--- src/rtl/i2creg_pkg.sv ---
package i2creg_pkg;

    typedef enum logic [3:0] {
        ST_IDLE,
        ST_ADDR,
        ST_ADDR_ACK,
        ST_WORD,
        ST_WORD_ACK,
        ST_WDATA,
        ST_WDATA_ACK,
        ST_RDATA,
        ST_RDATA_ACK
    } bus_state_e;

    localparam int BYTE_BITS = 8;

endpackage

--- src/rtl/i2creg_sampler.sv ---
module i2creg_sampler #(
    parameter int SYNC_STAGES = 2
) (
    input  logic clk,
    input  logic rst_n,
    input  logic scl_i,
    input  logic sda_i,
    output logic scl_lvl,
    output logic sda_lvl,
    output logic scl_rise,
    output logic scl_fall,
    output logic start_det,
    output logic stop_det
);

    logic [SYNC_STAGES-1:0] scl_sh;
    logic [SYNC_STAGES-1:0] sda_sh;
    logic                   scl_q;
    logic                   sda_q;

    always_ff @(posedge clk or negedge rst_n) begin
        if (!rst_n) begin
            scl_sh <= '1;
            sda_sh <= '1;
            scl_q  <= 1'b1;
            sda_q  <= 1'b1;
        end else begin
            scl_sh <= {scl_sh[SYNC_STAGES-2:0], scl_i};
            sda_sh <= {sda_sh[SYNC_STAGES-2:0], sda_i};
            scl_q  <= scl_sh[SYNC_STAGES-1];
            sda_q  <= sda_sh[SYNC_STAGES-1];
        end
    end

    assign scl_lvl   = scl_sh[SYNC_STAGES-1];
    assign sda_lvl   = sda_sh[SYNC_STAGES-1];
    assign scl_rise  = scl_lvl & ~scl_q;
    assign scl_fall  = ~scl_lvl & scl_q;
    assign start_det = scl_lvl & scl_q & sda_q & ~sda_lvl;
    assign stop_det  = scl_lvl & scl_q & ~sda_q & sda_lvl;

endmodule

--- src/rtl/i2creg_pointer.sv ---
module i2creg_pointer #(
    parameter int NREGS      = 20,
    parameter int PTR_W      = 5,
    parameter int FROZEN_TOP = 7,
    parameter int RSV_LO     = 16,
    parameter int RSV_HI     = 18
) (
    input  logic             clk,
    input  logic             rst_n,
    input  logic             load,
    input  logic [7:0]       load_val,
    input  logic             step,
    input  logic             sess_on,
    input  logic             sess_off,
    output logic [PTR_W-1:0] ptr,
    output logic             freeze,
    output logic             reserved
);

    localparam logic [PTR_W-1:0] LAST_IDX = PTR_W'(NREGS - 1);

    logic session;

    always_ff @(posedge clk or negedge rst_n) begin
        if (!rst_n) begin
            ptr <= '0;
        end else if (load) begin
            ptr <= (int'(load_val) < NREGS) ? load_val[PTR_W-1:0] : '0;
        end else if (step) begin
            ptr <= (ptr == LAST_IDX) ? '0 : ptr + PTR_W'(1);
        end
    end

    always_ff @(posedge clk or negedge rst_n) begin
        if (!rst_n) begin
            session <= 1'b0;
        end else if (sess_off) begin
            session <= 1'b0;
        end else if (sess_on) begin
            session <= 1'b1;
        end
    end

    assign freeze   = session && (int'(ptr) <= FROZEN_TOP);
    assign reserved = (int'(ptr) >= RSV_LO) && (int'(ptr) <= RSV_HI);

endmodule

--- src/rtl/i2creg_slave.sv ---
module i2creg_slave
    import i2creg_pkg::*;
#(
    parameter logic [6:0] DEV_ADDR    = 7'h68,
    parameter int         NREGS       = 20,
    parameter int         PTR_W       = 5,
    parameter int         SYNC_STAGES = 2
) (
    input  logic             clk,
    input  logic             rst_n,
    input  logic             scl_i,
    input  logic             sda_i,
    output logic             sda_oe_o,
    output logic [PTR_W-1:0] reg_addr_o,
    output logic             reg_wr_o,
    output logic [7:0]       reg_wdata_o,
    input  logic [7:0]       reg_rdata_i,
    output logic             freeze_o
);

    localparam logic [3:0] FULL_CNT = 4'(BYTE_BITS);

    logic scl_lvl, sda_lvl, scl_rise, scl_fall, start_det, stop_det;

    bus_state_e state, state_nx;
    logic [3:0] bit_cnt;
    logic [7:0] rx_sh;
    logic [6:0] tx_sh;
    logic       rd_mode;
    logic       mack;
    logic       ptr_load, ptr_step, sess_on, sess_off;
    logic       reserved;
    logic       byte_done, addr_hit;
    logic [7:0] rd_byte;

    i2creg_sampler #(.SYNC_STAGES(SYNC_STAGES)) u_samp (
        .clk      (clk),
        .rst_n    (rst_n),
        .scl_i    (scl_i),
        .sda_i    (sda_i),
        .scl_lvl  (scl_lvl),
        .sda_lvl  (sda_lvl),
        .scl_rise (scl_rise),
        .scl_fall (scl_fall),
        .start_det(start_det),
        .stop_det (stop_det)
    );

    i2creg_pointer #(.NREGS(NREGS), .PTR_W(PTR_W)) u_ptr (
        .clk     (clk),
        .rst_n   (rst_n),
        .load    (ptr_load),
        .load_val(rx_sh),
        .step    (ptr_step),
        .sess_on (sess_on),
        .sess_off(sess_off),
        .ptr     (reg_addr_o),
        .freeze  (freeze_o),
        .reserved(reserved)
    );

    assign byte_done = (bit_cnt == FULL_CNT);
    assign addr_hit  = (rx_sh[7:1] == DEV_ADDR);
    assign rd_byte   = reserved ? 8'h00 : reg_rdata_i;

    assign ptr_load = (state == ST_WORD) && scl_fall && byte_done;
    assign ptr_step = scl_rise && ((state == ST_WDATA_ACK) || (state == ST_RDATA_ACK));
    assign sess_on  = (state == ST_ADDR) && scl_fall && byte_done && addr_hit;
    assign sess_off = stop_det || ((state == ST_ADDR) && scl_fall && byte_done && !addr_hit);

    // State register
    always_ff @(posedge clk or negedge rst_n) begin
        if (!rst_n) state <= ST_IDLE;
        else        state <= state_nx;
    end

    // Next-state logic
    always_comb begin
        state_nx = state;
        if (stop_det) begin
            state_nx = ST_IDLE;
        end else if (start_det) begin
            state_nx = ST_ADDR;
        end else begin
            unique case (state)
                ST_IDLE:      state_nx = ST_IDLE;
                ST_ADDR:      if (scl_fall && byte_done) state_nx = addr_hit ? ST_ADDR_ACK : ST_IDLE;
                ST_ADDR_ACK:  if (scl_fall) state_nx = rd_mode ? ST_RDATA : ST_WORD;
                ST_WORD:      if (scl_fall && byte_done) state_nx = ST_WORD_ACK;
                ST_WORD_ACK:  if (scl_fall) state_nx = ST_WDATA;
                ST_WDATA:     if (scl_fall && byte_done) state_nx = ST_WDATA_ACK;
                ST_WDATA_ACK: if (scl_fall) state_nx = ST_WDATA;
                ST_RDATA:     if (scl_fall && byte_done) state_nx = ST_RDATA_ACK;
                ST_RDATA_ACK: if (scl_fall) state_nx = mack ? ST_RDATA : ST_IDLE;
                default:      state_nx = ST_IDLE;
            endcase
        end
    end

    // Outputs and shift datapath
    always_ff @(posedge clk or negedge rst_n) begin
        if (!rst_n) begin
            bit_cnt     <= '0;
            rx_sh       <= '0;
            tx_sh       <= '0;
            rd_mode     <= 1'b0;
            mack        <= 1'b0;
            sda_oe_o    <= 1'b0;
            reg_wr_o    <= 1'b0;
            reg_wdata_o <= '0;
        end else begin
            reg_wr_o <= 1'b0;
            if (start_det || stop_det) begin
                bit_cnt  <= '0;
                sda_oe_o <= 1'b0;
            end else if (scl_rise) begin
                unique case (state)
                    ST_ADDR, ST_WORD, ST_WDATA: begin
                        bit_cnt <= bit_cnt + 4'd1;
                        rx_sh   <= {rx_sh[6:0], sda_lvl};
                    end
                    ST_RDATA:     bit_cnt <= bit_cnt + 4'd1;
                    ST_RDATA_ACK: mack    <= ~sda_lvl;
                    default:      ;
                endcase
            end else if (scl_fall) begin
                unique case (state)
                    ST_ADDR: if (byte_done) begin
                        bit_cnt  <= '0;
                        sda_oe_o <= addr_hit;
                        rd_mode  <= rx_sh[0];
                    end
                    ST_WORD: if (byte_done) begin
                        bit_cnt  <= '0;
                        sda_oe_o <= 1'b1;
                    end
                    ST_WDATA: if (byte_done) begin
                        bit_cnt     <= '0;
                        sda_oe_o    <= 1'b1;
                        reg_wr_o    <= ~reserved;
                        reg_wdata_o <= rx_sh;
                    end
                    ST_ADDR_ACK: begin
                        bit_cnt <= '0;
                        if (rd_mode) begin
                            tx_sh    <= rd_byte[6:0];
                            sda_oe_o <= ~rd_byte[7];
                        end else begin
                            sda_oe_o <= 1'b0;
                        end
                    end
                    ST_WORD_ACK, ST_WDATA_ACK: sda_oe_o <= 1'b0;
                    ST_RDATA: begin
                        if (byte_done) begin
                            bit_cnt  <= '0;
                            sda_oe_o <= 1'b0;
                        end else begin
                            sda_oe_o <= ~tx_sh[6];
                            tx_sh    <= {tx_sh[5:0], 1'b0};
                        end
                    end
                    ST_RDATA_ACK: begin
                        if (mack) begin
                            tx_sh    <= rd_byte[6:0];
                            sda_oe_o <= ~rd_byte[7];
                        end else begin
                            sda_oe_o <= 1'b0;
                        end
                    end
                    default: ;
                endcase
            end
        end
    end

endmodule

--- config.mk ---
export PLATFORM = sky130hd
export DESIGN_NAME = i2creg_slave
export DESIGN_NICKNAME = d
export VERILOG_FILES = /design/src/rtl/i2creg_pkg.sv /design/src/rtl/i2creg_sampler.sv /design/src/rtl/i2creg_pointer.sv /design/src/rtl/i2creg_slave.sv
export SDC_FILE = /design/constraint.sdc
export NUM_CORES = 1
export LEC_CHECK = 0
export BUFFER_PORTS_ARGS = -buffer_cell sky130_fd_sc_hd__buf_2
export CAP_MARGIN = 0
export CORE_MARGIN = 2
export CORE_UTILIZATION = 40
export DETAILED_ROUTE_END_ITERATION = 8
export HOLD_SLACK_MARGIN = 0.15
export SKIP_CTS_REPAIR_TIMING = 1
export SLEW_MARGIN = 15
export SYNTH_ARGS = -nofsm -noshare
export SYNTH_HDL_FRONTEND = slang
export SYNTH_SLANG_ARGS = --single-unit
--- constraint.sdc ---
create_clock -name clk -period 3.15 [get_ports clk]
set_input_delay 0.4725 -clock clk [delete_from_list [all_inputs] [get_ports clk]]
set_output_delay 0.4725 -clock clk [all_outputs]
set_load 0.1 [all_outputs]
==> results of run 1 <==
## worst max path at each step
stage	from	end	cells past startpoint
2_1_floorplan	u_ptr.ptr[1]$_DFFE_PN0P_	freeze_o	3
3_3_place_gp	u_samp.scl_sh[1]$_DFF_PN1_	rx_sh[6]$_DFFE_PN0P_	4
3_5_place_dp	u_samp.scl_q$_DFF_PN1_	reg_wdata_o[0]$_DFFE_PN0P_	5
4_1_cts	u_ptr.ptr[1]$_DFFE_PN0P_	freeze_o	4
5_1_grt	u_ptr.ptr[1]$_DFFE_PN0P_	freeze_o	4
6_report	u_ptr.ptr[1]$_DFFE_PN0P_	freeze_o	4
## metrics by stage
stage / std cells / total power, W / setup WS, ns / hold WS [ns] / cell area, um^2
after global placement: 336 / 0.000848 / 1.02 / 0.346 / 2670
after global routing: 344 / 0.00145 / 0.734 / 0.217 / 2810
after floorplan: 245 / 0.000792 / 0.197 / 0.177 / 2490
after detailed placement: 336 / 0.000853 / 0.979 / 0.347 / 2670
after CTS: 344 / 0.00140 / 0.819 / 0.246 / 2810
final: 344 / 0.00138 / 0.841 / 0.166 / 2810
## cell families (layout without fill, tap and decap cells)
| group | after synthesis | after routing |
|---|---|---|
| buffers and inverters | 21 | 45 |
| AOI/OAI and AO/OA | 61 | 61 |
| DFF | 47 | 47 |
| adders and majority gates | 7 | 7 |
| muxes | 20 | 20 |
| and+or+nand+nor | 89 | 89 |
## cells in the mapped netlist (2+ instances only)
library cell	n	share of area [%]
sky130_fd_sc_hd__nor2_1	19	2.9
sky130_fd_sc_hd__buf_2	7	1.4
sky130_fd_sc_hd__and3b_1	2	0.71
sky130_fd_sc_hd__o21ai_1	11	2.2
sky130_fd_sc_hd__or4b_1	2	0.81
sky130_fd_sc_hd__a211o_1	3	1.1
sky130_fd_sc_hd__nand3b_1	2	0.61
sky130_fd_sc_hd__clkbuf_1	5	0.76
sky130_fd_sc_hd__a21o_1	4	1.2
sky130_fd_sc_hd__o22ai_1	2	0.51
sky130_fd_sc_hd__o31ai_1	2	0.61
sky130_fd_sc_hd__mux2_2	11	5.0
sky130_fd_sc_hd__o21ai_0	10	2.0
sky130_fd_sc_hd__nor4_1	2	0.51
sky130_fd_sc_hd__and2_1	3	0.76
sky130_fd_sc_hd__nand4_1	3	0.76
sky130_fd_sc_hd__o21a_1	2	0.61
sky130_fd_sc_hd__dfstp_2	6	6.4
sky130_fd_sc_hd__nand2b_1	5	1.3
sky130_fd_sc_hd__nand2_1	16	2.4
sky130_fd_sc_hd__inv_1	9	1.4
sky130_fd_sc_hd__ha_1	7	3.5
sky130_fd_sc_hd__a22oi_1	6	1.8
sky130_fd_sc_hd__and3_1	2	0.51
sky130_fd_sc_hd__nor3b_1	3	0.91
sky130_fd_sc_hd__a21oi_1	6	1.2
sky130_fd_sc_hd__nor2b_1	5	1.3
sky130_fd_sc_hd__a22o_1	2	0.71
sky130_fd_sc_hd__nand3_1	10	2.0
sky130_fd_sc_hd__mux2_1	8	3.6
sky130_fd_sc_hd__dfrtp_1	41	42
sky130_fd_sc_hd__or3_1	2	0.51
sky130_fd_sc_hd__nor3_1	8	1.6
## routing by layer
metal | vias up | GRT usage [%] | wire length, um
met5 | - | 0 | 0
met4 | 0 | 7.05 | 86
met3 | 8 | 2.61 | 188
met2 | 42 | 24.8 | 2390
met1 | 909 | 24.6 | 2510
li1 | 943 | - | -
## state kept, by name, indices dropped and copies added, names as in the netlist
register and count:
reg_wdata_o 8, rx_sh 8, tx_sh 7, u_ptr.ptr 5, bit_cnt 4, state 4, u_samp.scl_sh 2, u_samp.sda_sh 2
mack 1, rd_mode 1, reg_wr_o 1, sda_oe_o 1, u_ptr.session 1, u_samp.scl_q 1, u_samp.sda_q 1
## worst reg2reg max path: cells and delay by family, from the launching register on
| kind | cells | cell delay, ns |
|---|---|---|
| adders and majority gates | 1 | 0.30 |
| buffers and inverters | 1 | 0.04 |
| DFF | 1 | 0.55 |
| muxes | 1 | 0.45 |
| and+or+nand+nor | 2 | 0.73 |
## where the power goes
group | internal, W | leakage, nW | switching, W
clock network | 0.000322 | 0.0703 | 0.000219
registers | 0.000650 | 0.590 | 0.0000678
logic | 0.0000560 | 0.687 | 0.0000668
total | 0.00103 | 1.35 | 0.000353
## final cells by class
cell class / instances / area share [%]
Tap cell: 75 / 3.34
Inverter: 9 / 1.20
Clock inverter: 3 / 2.54
Sequential cell: 47 / 42.1
Multi-Input combinational cell: 177 / 43.2
Clock buffer: 5 / 2.45
Timing Repair Buffer: 28 / 5.16
==> results.txt, run 1 <==
----------------------------------------------------
[Drt]
  Vias after detailed routing ... 1,902
  Number of violations reported at the end of detailed-routing iteration 0 ... 135
  Wirelength, routed ... 5.17 mm
  Avg Vias per Cell ... about 5.5
  Number of DRC violations after detailed routing ... 0
  Remaining antenna violation count ... 0
  Initial DRT Pass Iterations ... 4
  Average routed wire per standard cell ... approximately 15 um

[Yosys]
  Synthesized net count ... ~260
  Share of synthesized cell area in and, or, nand and nor gates ... approximately 19%
  Synth Area in Adders ... 3.54%
  Post-Synthesis Cell Area ... 2470 um^2
  Xor-xnor portion of the synthesized cell area ... 0%
  Post-synthesis compound-gate area fraction ... between 15 and 20%
  Dominant synthesized flop cell ... sky130_fd_sc_hd__dfrtp_1
  Dominant combinational cell family by area after synthesis ... simple AND/OR/NAND/NOR gates
  Total of warnings raised by yosys ... 0
  Netlist cell types ... 52
  Gate count of the mapped netlist ... 245
  Sequential cell area fraction in the yosys report ... a little under half
  Number of register bits inferred by synthesis ... 47
  Multiplexer share of the synthesized area ... 9.06%
  Post-synthesis average cell area ... 10.1 um^2
  Post-synthesis async set-or-reset flop share ... 100%
  Number of flops mapped to enable cells by yosys ... 0

[Critical path]
  Arrival @ worst endpoint ... 1.84 ns
  R2R depth ... 5
  R2r setup slk ... ~1 ns
  Reg2reg end ... reg_wdata_o[0]$_DFFE_PN0P_
  Maximum fanout encountered on the critical timing path ... 7
  Cells traversed along the worst timing path ... ha_1 > nor2_1 > nor4b_4 > buf_2
  FF-to-FF Start ... u_samp.scl_q$_DFF_PN1_
  Cell type group with the largest total delay on the critical path ... flip-flops
  Crit path launch type ... flip-flop
  Crit. End Element ... primary output
  Data required time of the critical path ... 2.68 ns
  Slowest CP cell ... sky130_fd_sc_hd__dfrtp_1
  Biggest cell delay along the critical path ... 0.46 ns
  Category of the most critical setup path ... reg2out
  Buf/Inv on CP ... 1

[Finish]
  Most common cell after layout, fill and taps aside ... sky130_fd_sc_hd__dfrtp_1
  Flip-flop and latch area ... 1180 um^2
  Area added between synthesis and finish ... 13.8%
  Multi-input logic area ... ~1200 um^2
  Fraction of layout cells with a size suffix above 1 ... 20.4%
  Final-stage net count ... 287
  Filler cell count ... 578
  Most used cells in the layout excluding fill and tap cells ... sky130_fd_sc_hd__dfrtp_1, sky130_fd_sc_hd__buf_2, sky130_fd_sc_hd__nor2_1, sky130_fd_sc_hd__nand2_1
  Final standard cell utilization of the core ... 47.2%
  Antenna diodes ... 0

[STA]
  Max frequency ... 0.433 GHz
  Unrepaired setup endpoints after global routing ... false
  Number of setup violations in the final report ... 0
  Worst-case clock skew ... 0.0100 ns
  Slew margin rel. ... around 58%
  Number of slew-limit violations in the final report ... 0
  Setup TNS ... 0 ns
  Actual slew at the worst max-slew pin ... approximately 0.62 ns
  Time the worst path needs with I/O delays and setup ... about 2.3 ns
  Fraction of the cycle the final worst path needs ... between 70 and 80%
  Hold Vio Cnt, Final ... 0

[Run status]
  Outcome ... completed

[Global routing]
  Congestion Overflow GR ... 0
  Vias in the first global route ... 1,829
  Initial antenna violation count ... 0
  First-pass GRT wire length ... 8.78 mm
  GRT Resource Usage Total ... between 15 and 20%
  Maximum number of pins on one net before global-route repair ... 48

[Clock tree]
  CTS H-Tree Depth ... 2
  Clock tree from TritonCTS ... done
  Reg clk slew, reported paths ... ~0.1 ns
  Maximum number of buffers from clock root to sink ... 2
  Number of clock sinks seen by CTS ... 47
  Clock insertion delay at the later pin of the skew report ... around 0.30 ns
  Clock buffers created by TritonCTS ... 5
  CTS Root Buffer Type ... sky130_fd_sc_hd__clkbuf_8

[Placed design]
  Buffers on Ports ... 27
  Routability-driven placement congestion ratio ... 0.888
  Post-detailed-placement half-perimeter wirelength ... 3.64 mm

[Floorplan]
  Initial core utilization ... 41.5%
  Number of I/O pins ... 28
  Standard-cell rows ... 28
  Die area ... 6820 um^2
  Die span in y ... 82.6 um
  Die span in x ... 82.6 um
  Area of the core ... 5960 um^2

[Power]
  Standby leakage power ... ~1.3 nW
  Total power density per cell area ... 491 nW/um^2
  VDD IR-drop max ... 277 uV

[Hold path]
  Min-Delay Path Class ... in2async

[Job]
  Maximum Capacitance Violations ... 0

----------------------------------------------------
Power figures use the tool's default switching activity.
==> run 2: changes to the inputs <==
Settings changed: ABC_AREA set to 1.
Clock period 3.15 ns to 2.4 ns, I/O delays scaled along.
==> run 2 against run 1 <==
Against the previous run: synthesized cell count rose by 46%; area after synthesis increased by 10%; flip-flop and latch count is the same; combinational power is 41% higher; sequential share of layout area shrank 4.3 points; global-route usage is 0.082 points lower; routed wire length up 14%; worst hold slack improved by 0.19 ns; count of clock-buffer cells in the layout is the same; critical endpoint is now bit_cnt[1]$_DFFE_PN0P_; largest power group unchanged.
==> results.txt, run 2 <==
----------------------------------------------------
[STA]
  Slew margin rel. ... 62.8% (+4.7 points)
  Max frequency ... around 0.49 GHz
  Worst-case clock skew ... 0.00982 ns (-0.000216 ns)
  Actual slew at the worst max-slew pin ... 0.557 ns (-0.0661 ns)
  Hold Vio Cnt, Final ... 0 (unchanged)
  Unrepaired setup endpoints after global routing ... false
  Fraction of the cycle the final worst path needs ... 84.8%
  Time the worst path needs with I/O delays and setup ... 2.04 ns
  Number of slew-limit violations in the final report ... 0 (unchanged)
  Number of setup violations in the final report ... 0 (unchanged)
  Worst hold margin ... 0.355 ns (+0.188 ns)
  Setup TNS ... 0 ns (unchanged)

[Finish]
  Final standard cell utilization of the core ... 46.9% (-0.31 points)
  Final cell count without fillers ... 474 (+38%)
  Area added between synthesis and finish ... 14.9%
  Filler cell count ... 692 (+20%)
  Most used cells in the layout excluding fill and tap cells ... sky130_fd_sc_hd__nand2_1, sky130_fd_sc_hd__dfrtp_1, sky130_fd_sc_hd__nand3_1, sky130_fd_sc_hd__inv_1, sky130_fd_sc_hd__nor2_1
  Largest registers ranked by flip-flop count ... reg_wdata_o (8), rx_sh (8), tx_sh (7)
  Final cell area excluding filler cells ... 3130 um^2 (+11%)
  Most common cell after layout, fill and taps aside ... sky130_fd_sc_hd__nand2_1
  Final-stage net count ... 412 (+44%)
  Fraction of layout cells with a size suffix above 1 ... 21.1% (+0.62 points)
  Antenna diodes ... 0 (unchanged)

[Floorplan]
  Die span in x ... 86.6 um (+4.8%)
  Standard-cell rows ... 30 (+7.1%)
  Die area ... 7490 um^2 (+9.8%)
  Die span in y ... 86.6 um (+4.8%)
  Initial core utilization ... 40.8% (-0.69 points)
  Number of I/O pins ... 28 (unchanged)
  Area of the core ... 6680 um^2 (+12%)

[Hold path]
  Min-Delay Path Class ... reg2reg

[Power]
  Switching power share of the total ... 25.2% (-0.38 points)
  Total power density per cell area ... 558 nW/um^2 (+14%)
  Combinational share of power ... 10.0% (+1.1 points)
  Standby leakage power ... 1.62 nW (+20%)
  Part of the total power dissipated in sequential elements ... 49.3% (-2.6 points)
  Cell Int Power ... 0.00131 W (+27%)
  Switching Power ... 0.000441 W (+25%)
  Proportion of power drawn by the clock network ... 40.7% (+1.5 points)
  VDD IR-drop max ... 271 uV (-2.3%)

[Critical path]
  Crit. End Element ... flip-flop
  Maximum fanout encountered on the critical timing path ... 11 (+4)
  Category of the most critical setup path ... reg2reg
  Crit path launch type ... flip-flop
  Data required time of the critical path ... 2.60 ns (-0.08 ns)
  Arrival @ worst endpoint ... 2.23 ns (+0.39 ns)

[Drt]
  Average routed wire per standard cell ... 12.5 um (-17%)
  Routed metal-1 wirelength ... 2.92 mm (+17%)
  Wirelength, routed ... 5.92 mm (+14%)
  Number of DRC violations after detailed routing ... 0 (unchanged)
  Top routing layer in use ... met4
  Remaining antenna violation count ... 0 (unchanged)
  Met2 Routed Length ... 2.68 mm (+12%)
  Routed length on met3 ... 196 um (+4.3%)
  Number of violations reported at the end of detailed-routing iteration 0 ... 155 (+15%)
  Initial DRT Pass Iterations ... 4 (unchanged)
  Vias after detailed routing ... 2,312 (+22%)
  Avg Vias per Cell ... 4.88 (-12%)

[Clock tree]
  Number of clock sinks seen by CTS ... 47 (unchanged)
  CTS H-Tree Depth ... 2 (unchanged)
  Clock buffers created by TritonCTS ... 5 (unchanged)
  Clock tree from TritonCTS ... done
  Maximum number of buffers from clock root to sink ... 2 (unchanged)
  Clock insertion delay at the later pin of the skew report ... 0.31 ns (about the same)
  Reg clk slew, reported paths ... 0.10 ns (about the same)
  CTS Root Buffer Type ... sky130_fd_sc_hd__clkbuf_8

[Yosys]
  Cell taking the most area after synthesis ... sky130_fd_sc_hd__dfrtp_1
  Post-Synthesis Cell Area ... 2730 um^2 (+10%)
  Gate count of the mapped netlist ... 358 (+46%)
  Synthesized net count ... 377 (+43%)
  Dominant synthesized flop cell ... sky130_fd_sc_hd__dfrtp_1
  Number of flops mapped to enable cells by yosys ... 0 (unchanged)
  Synth cell count leaders ... sky130_fd_sc_hd__nand2_1, sky130_fd_sc_hd__dfrtp_1, sky130_fd_sc_hd__nand3_1, sky130_fd_sc_hd__inv_1, sky130_fd_sc_hd__nor2_1
  Post-synthesis average cell area ... 7.62 um^2 (-24%)
  Fraction of post-synthesis cell area in the top cell type by area ... 37.6% (-3.9 points)
  Netlist cell types ... 30 (-42%)
  Post-synthesis async set-or-reset flop share ... 100% (unchanged)
  Total of warnings raised by yosys ... 0 (unchanged)
  Sequential cell area fraction in the yosys report ... 43.4% (-4.5 points)
  Number of register bits inferred by synthesis ... 47 (unchanged)
  Cell types with the largest area share after synthesis ... sky130_fd_sc_hd__dfrtp_1, sky130_fd_sc_hd__nand2_1, sky130_fd_sc_hd__nand3_1
  Most repeated cell in the gate-level netlist after synthesis ... sky130_fd_sc_hd__nand2_1

[Placed design]
  Buffers on Ports ... 27 (unchanged)
  Post-detailed-placement half-perimeter wirelength ... 4.51 mm (+24%)
  Dpl cells ... 463 (+38%)
  Placed instance area ... 2960 um^2 (+11%)
  Routability-driven placement congestion ratio ... 0.865 (-2.6%)

[Global routing]
  Initial antenna violation count ... 0 (unchanged)
  Vias in the first global route ... 2,111 (+15%)
  GRT Resource Usage Total ... 16.8% (-0.082 points)
  Maximum number of pins on one net before global-route repair ... 25 (-48%)
  First-pass GRT wire length ... 9.90 mm (+13%)
  Congestion Overflow GR ... 0 (unchanged)

[Run status]
  Outcome ... completed

[Job]
  Maximum Capacitance Violations ... 0 (unchanged)

----------------------------------------------------
-- run 2: power by group through the flow --
stage	Sequential, W	Clock (W)	Combinational (W)
after global placement	0.000876	0	0.000171
after global routing	0.000868	0.000761	0.000203
after detailed placement	0.000876	0	0.000173
final	0.000862	0.000713	0.000174
after floorplan	0.000865	0	0.000120
after CTS	0.000861	0.000734	0.000174
-- run 2: cell families (layout without fill, tap and decap cells) --
logic type      count (synthesis)  count (layout)  synth area share, %
simple gates                  211             211                 34.4
xor+xnor                        2               2                0.643
buf+inv                        44              80                 6.88
compound gates                 47              47                 11.5
fa+ha+maj                       7               7                 3.21
flops                          47              47                 43.4
-- run 2: metal layers --
metal / up-vias / track usage [%]
met1: 1038 / 23.3
met3: 9 / 2.95
li1: 1217 / -
met4: 0 / 6.68
met2: 48 / 26.1
met5: - / 0
-- run 2: worst paths after layout --
kind	depth (start not counted)	slack [ns]	to	from
worst max-delay path	10	0.36	bit_cnt[1]$_DFFE_PN0P_	u_samp.scl_sh[1]$_DFF_PN1_
worst min-delay path	0	0.35	u_samp.sda_sh[1]$_DFF_PN1_	u_samp.sda_sh[0]$_DFF_PN1_
worst max register to register	10	0.36	bit_cnt[1]$_DFFE_PN0P_	u_samp.scl_sh[1]$_DFF_PN1_
worst min register to register	0	0.35	u_samp.sda_sh[1]$_DFF_PN1_	u_samp.sda_sh[0]$_DFF_PN1_
max in group asynchronous	3	1.24	u_samp.sda_q$_DFF_PN1_	rst_n
min in group asynchronous	2	0.56	reg_wdata_o[3]$_DFFE_PN0P_	rst_n
-- run 2: worst max-delay path, cell delays in order, from the launching register on --
cell and delay [ns]:
sky130_fd_sc_hd__dfstp_2 0.57, sky130_fd_sc_hd__ha_1 0.25, sky130_fd_sc_hd__nand3_2 0.13, sky130_fd_sc_hd__nand2_1 0.32, sky130_fd_sc_hd__nor2_2 0.10, sky130_fd_sc_hd__nand2_1 0.08
sky130_fd_sc_hd__nor2_1 0.05, sky130_fd_sc_hd__nor2_2 0.17, sky130_fd_sc_hd__nand2_1 0.14, sky130_fd_sc_hd__nand2_1 0.09, sky130_fd_sc_hd__nand2_1 0.05
-- run 2: cell type report --
type | count | area [um^2] | share of cell area [%]
inverters | 40 | 150 | 4.79
clock inverters | 3 | 71.3 | 2.28
clock buffers | 5 | 68.8 | 2.20
multi-input cells | 267 | 1370 | 43.6
well taps | 80 | 100 | 3.19
repair buffers | 32 | 193 | 6.15
flip-flops and latches | 47 | 1180 | 37.8
-- run 2: through the flow --
step	setup slack (ns)	total power, W
2_1_floorplan	0.100	0.000985
3_3_place_gp	0.474	0.00105
3_5_place_dp	0.373	0.00105
4_1_cts	0.346	0.00177
5_1_grt	0.129	0.00183
6_report	0.365	0.00175
==> run 3: changes to the inputs <==
Clock period 2.4 ns to 1.86 ns, I/O delays scaled along.
==> run 3 against run 2 <==
Against the previous run: critical path depth is 6 lower; die area stayed put; setup slack worse by 0.24 ns; power is 14% higher; flip-flop and latch count stayed put; first-iteration DRC count is 9.0% lower; sequential power is 29% higher; clock power is 9.5% lower; largest cell class unchanged.
==> results.txt, run 3 (same netlist as run 2, synthesis figures left out) <==
----------------------------------------------------
[Clock tree]
  Clock insertion delay at the later pin of the skew report ... 0.31 ns (about the same)
  CTS Root Buffer Type ... sky130_fd_sc_hd__clkbuf_8
  CTS H-Tree Depth ... 2 (unchanged)
  Clock tree from TritonCTS ... done
  Reg clk slew, reported paths ... 0.09 ns (about the same)
  Number of clock sinks seen by CTS ... 47 (unchanged)
  Clock buffers created by TritonCTS ... 5 (unchanged)
  Maximum number of buffers from clock root to sink ... 2 (unchanged)

[Run status]
  Outcome ... completed

[Critical path]
  R2R depth ... 9 (-1)
  Cells traversed along the worst timing path ... ha_1 > inv_1 > a21oi_4 > buf_4
  Data required time of the critical path ... 1.58 ns (-1.02 ns)
  Buf/Inv on CP ... 2 (+2)
  Stages on worst setup path ... 4 (-6)
  Maximum fanout encountered on the critical timing path ... 6 (-5)
  Cell type group with the largest total delay on the critical path ... flip-flops
  Category of the most critical setup path ... reg2out
  Slowest CP cell ... sky130_fd_sc_hd__dfrtp_4
  Biggest cell delay along the critical path ... 0.46 ns (-0.11 ns)
  Arrival @ worst endpoint ... 1.46 ns (-0.77 ns)
  Crit. End Element ... primary output
  Crit path launch type ... flip-flop

[Finish]
  Final cell count without fillers ... 481 (+1.5%)
  Area added between synthesis and finish ... 17.0%
  Fraction of layout cells with a size suffix above 1 ... 25.2% (+4.1 points)
  Most used cells in the layout excluding fill and tap cells ... sky130_fd_sc_hd__nand2_1, sky130_fd_sc_hd__nand3_1, sky130_fd_sc_hd__dfrtp_1, sky130_fd_sc_hd__inv_1, sky130_fd_sc_hd__nor2_1
  Final-stage net count ... 419 (+1.7%)
  Final cell area excluding filler cells ... 3190 um^2 (+1.8%)
  Largest registers ranked by flip-flop count ... reg_wdata_o (8), rx_sh (8), tx_sh (7)
  Antenna diodes ... 0 (unchanged)
  Most common cell after layout, fill and taps aside ... sky130_fd_sc_hd__nand2_1

[Placed design]
  Dpl cells ... 468 (+1.1%)
  Placed instance area ... 3010 um^2 (+1.6%)
  Post-detailed-placement half-perimeter wirelength ... 4.64 mm (+3.0%)
  Routability-driven placement congestion ratio ... 0.914 (+5.6%)
  Setup WS pre-CTS ... 0.0540 ns (-0.319 ns)
  Buffers on Ports ... 27 (unchanged)

[Global routing]
  Initial antenna violation count ... 0 (unchanged)
  GRT Resource Usage Total ... 17.8% (+1.0 points)
  Congestion Overflow GR ... 0 (unchanged)
  Vias in the first global route ... 2,176 (+3.1%)
  First-pass GRT wire length ... 10.5 mm (+6.1%)
  Maximum number of pins on one net before global-route repair ... 28 (+12%)

[Job]
  Maximum Capacitance Violations ... 0 (unchanged)

[Floorplan]
  Die span in x ... 86.6 um (unchanged)
  Standard-cell rows ... 30 (unchanged)
  Die span in y ... 86.6 um (unchanged)
  Area of the core ... 6680 um^2 (unchanged)
  Die area ... 7490 um^2 (unchanged)
  Number of I/O pins ... 28 (unchanged)
  Initial core utilization ... 40.8% (unchanged)

[STA]
  Slew margin rel. ... 66.1% (+3.2 points)
  Number of setup violations in the final report ... 0 (unchanged)
  Hold Vio Cnt, Final ... 0 (unchanged)
  Actual slew at the worst max-slew pin ... 0.509 ns (-0.0483 ns)
  Max frequency ... just under 0.6 GHz
  Unrepaired setup endpoints after global routing ... true
  Worst-case clock skew ... 0.0113 ns (+0.00143 ns)
  Post-route setup slack ... 0.124 ns (-0.240 ns)
  Time the worst path needs with I/O delays and setup ... 1.74 ns
  Fraction of the cycle the final worst path needs ... 93.3%
  Number of slew-limit violations in the final report ... 0 (unchanged)

[Power]
  Standby leakage power ... 1.63 nW (+0.62%)
  Total Power ... 0.00200 W (+14%)
  VDD IR-drop max ... 376 uV (+39%)
  Total power density per cell area ... 627 nW/um^2 (+12%)

[Drt]
  Wirelength, routed ... 6.13 mm (+3.6%)
  Number of violations reported at the end of detailed-routing iteration 0 ... 141 (-9.0%)
  Avg Vias per Cell ... 4.97 (+1.9%)
  Remaining antenna violation count ... 0 (unchanged)
  Average routed wire per standard cell ... 12.8 um (+2.1%)
  Initial DRT Pass Iterations ... 5 (+1)
  Number of DRC violations after detailed routing ... 0 (unchanged)
  Vias after detailed routing ... 2,391 (+3.4%)

[Hold path]
  Number of cells traversed by the worst hold path ... 5 (+5)
  Min-Delay Path Class ... in2reg

----------------------------------------------------
[run 3: cell count changes in the layout (fill, tap and decap cells not counted), moves of 2 or more]
| cell | previous run | this run |
|---|---|---|
| sky130_fd_sc_hd__buf_4 | 1 | 9 |
| sky130_fd_sc_hd__bufinv_16 | 2 | 0 |
| sky130_fd_sc_hd__clkinvlp_4 | 0 | 2 |
| sky130_fd_sc_hd__dfrtp_1 | 41 | 35 |
| sky130_fd_sc_hd__dfrtp_2 | 0 | 5 |
| sky130_fd_sc_hd__ha_1 | 7 | 5 |
| sky130_fd_sc_hd__nand2_1 | 112 | 109 |
| sky130_fd_sc_hd__nand2_2 | 8 | 10 |
[run 3: tightest hold or removal path: stages]
cell	delay, ns
sky130_fd_sc_hd__buf_2	0.09
sky130_fd_sc_hd__nand2_1	0.05
sky130_fd_sc_hd__nor2_1	0.03
sky130_fd_sc_hd__nand3_1	0.08
sky130_fd_sc_hd__nand2_1	0.05
[run 3: cell type report]
class | instances | area (um^2)
Clock buffer | 5 | 68.8
Clock inverter | 3 | 23.8
Fill cell | 681 | 3490
Inverter | 40 | 150
Multi-Input combinational cell | 267 | 1410
Sequential cell | 47 | 1190
Tap cell | 80 | 100
Timing Repair Buffer | 39 | 248
[run 3: per-layer routing]
layer / GRT usage, % / share of wire [%] / vias up
met5: 0 / 0 / -
met4: 4.69 / 1.4 / 0
met3: 3.24 / 2.5 / 7
met2: 28.2 / 47 / 28
met1: 25.2 / 49 / 1115
li1: - / - / 1241
[run 3: power breakdown]
part	internal (W)	switching [W]	total (W)
logic	0.0000880	0.000155	0.000243
registers	0.00107	0.0000476	0.00111
clock network	0.000269	0.000376	0.000645
total	0.00142	0.000579	0.00200
[run 3: through the flow]
step,hold WS [ns],TNS (ns),utilization [%]
after global placement,0.272,0,45.0
after floorplan,-0.0166,0,-
final,0.321,0,47.8
after CTS,-0.0634,-0.0261,46.4
after global routing,0.326,-0.109,47.8
after detailed placement,0.278,0,45.0
[run 3: final timing paths]
path	startpoint	end	slack, ns
max	u_ptr.ptr[1]$_DFFE_PN0P_	freeze_o	0.12
min in group asynchronous	rst_n	reg_wdata_o[7]$_DFFE_PN0P_	0.46
min reg2reg	u_samp.sda_sh[0]$_DFF_PN1_	u_samp.sda_sh[1]$_DFF_PN1_	0.35
max in group asynchronous	rst_n	u_samp.sda_q$_DFF_PN1_	0.81
max reg2reg	u_samp.scl_sh[1]$_DFF_PN1_	bit_cnt[3]$_DFFE_PN0P_	0.14
min	reg_rdata_i[0]	tx_sh[0]$_DFFE_PN0P_	0.32
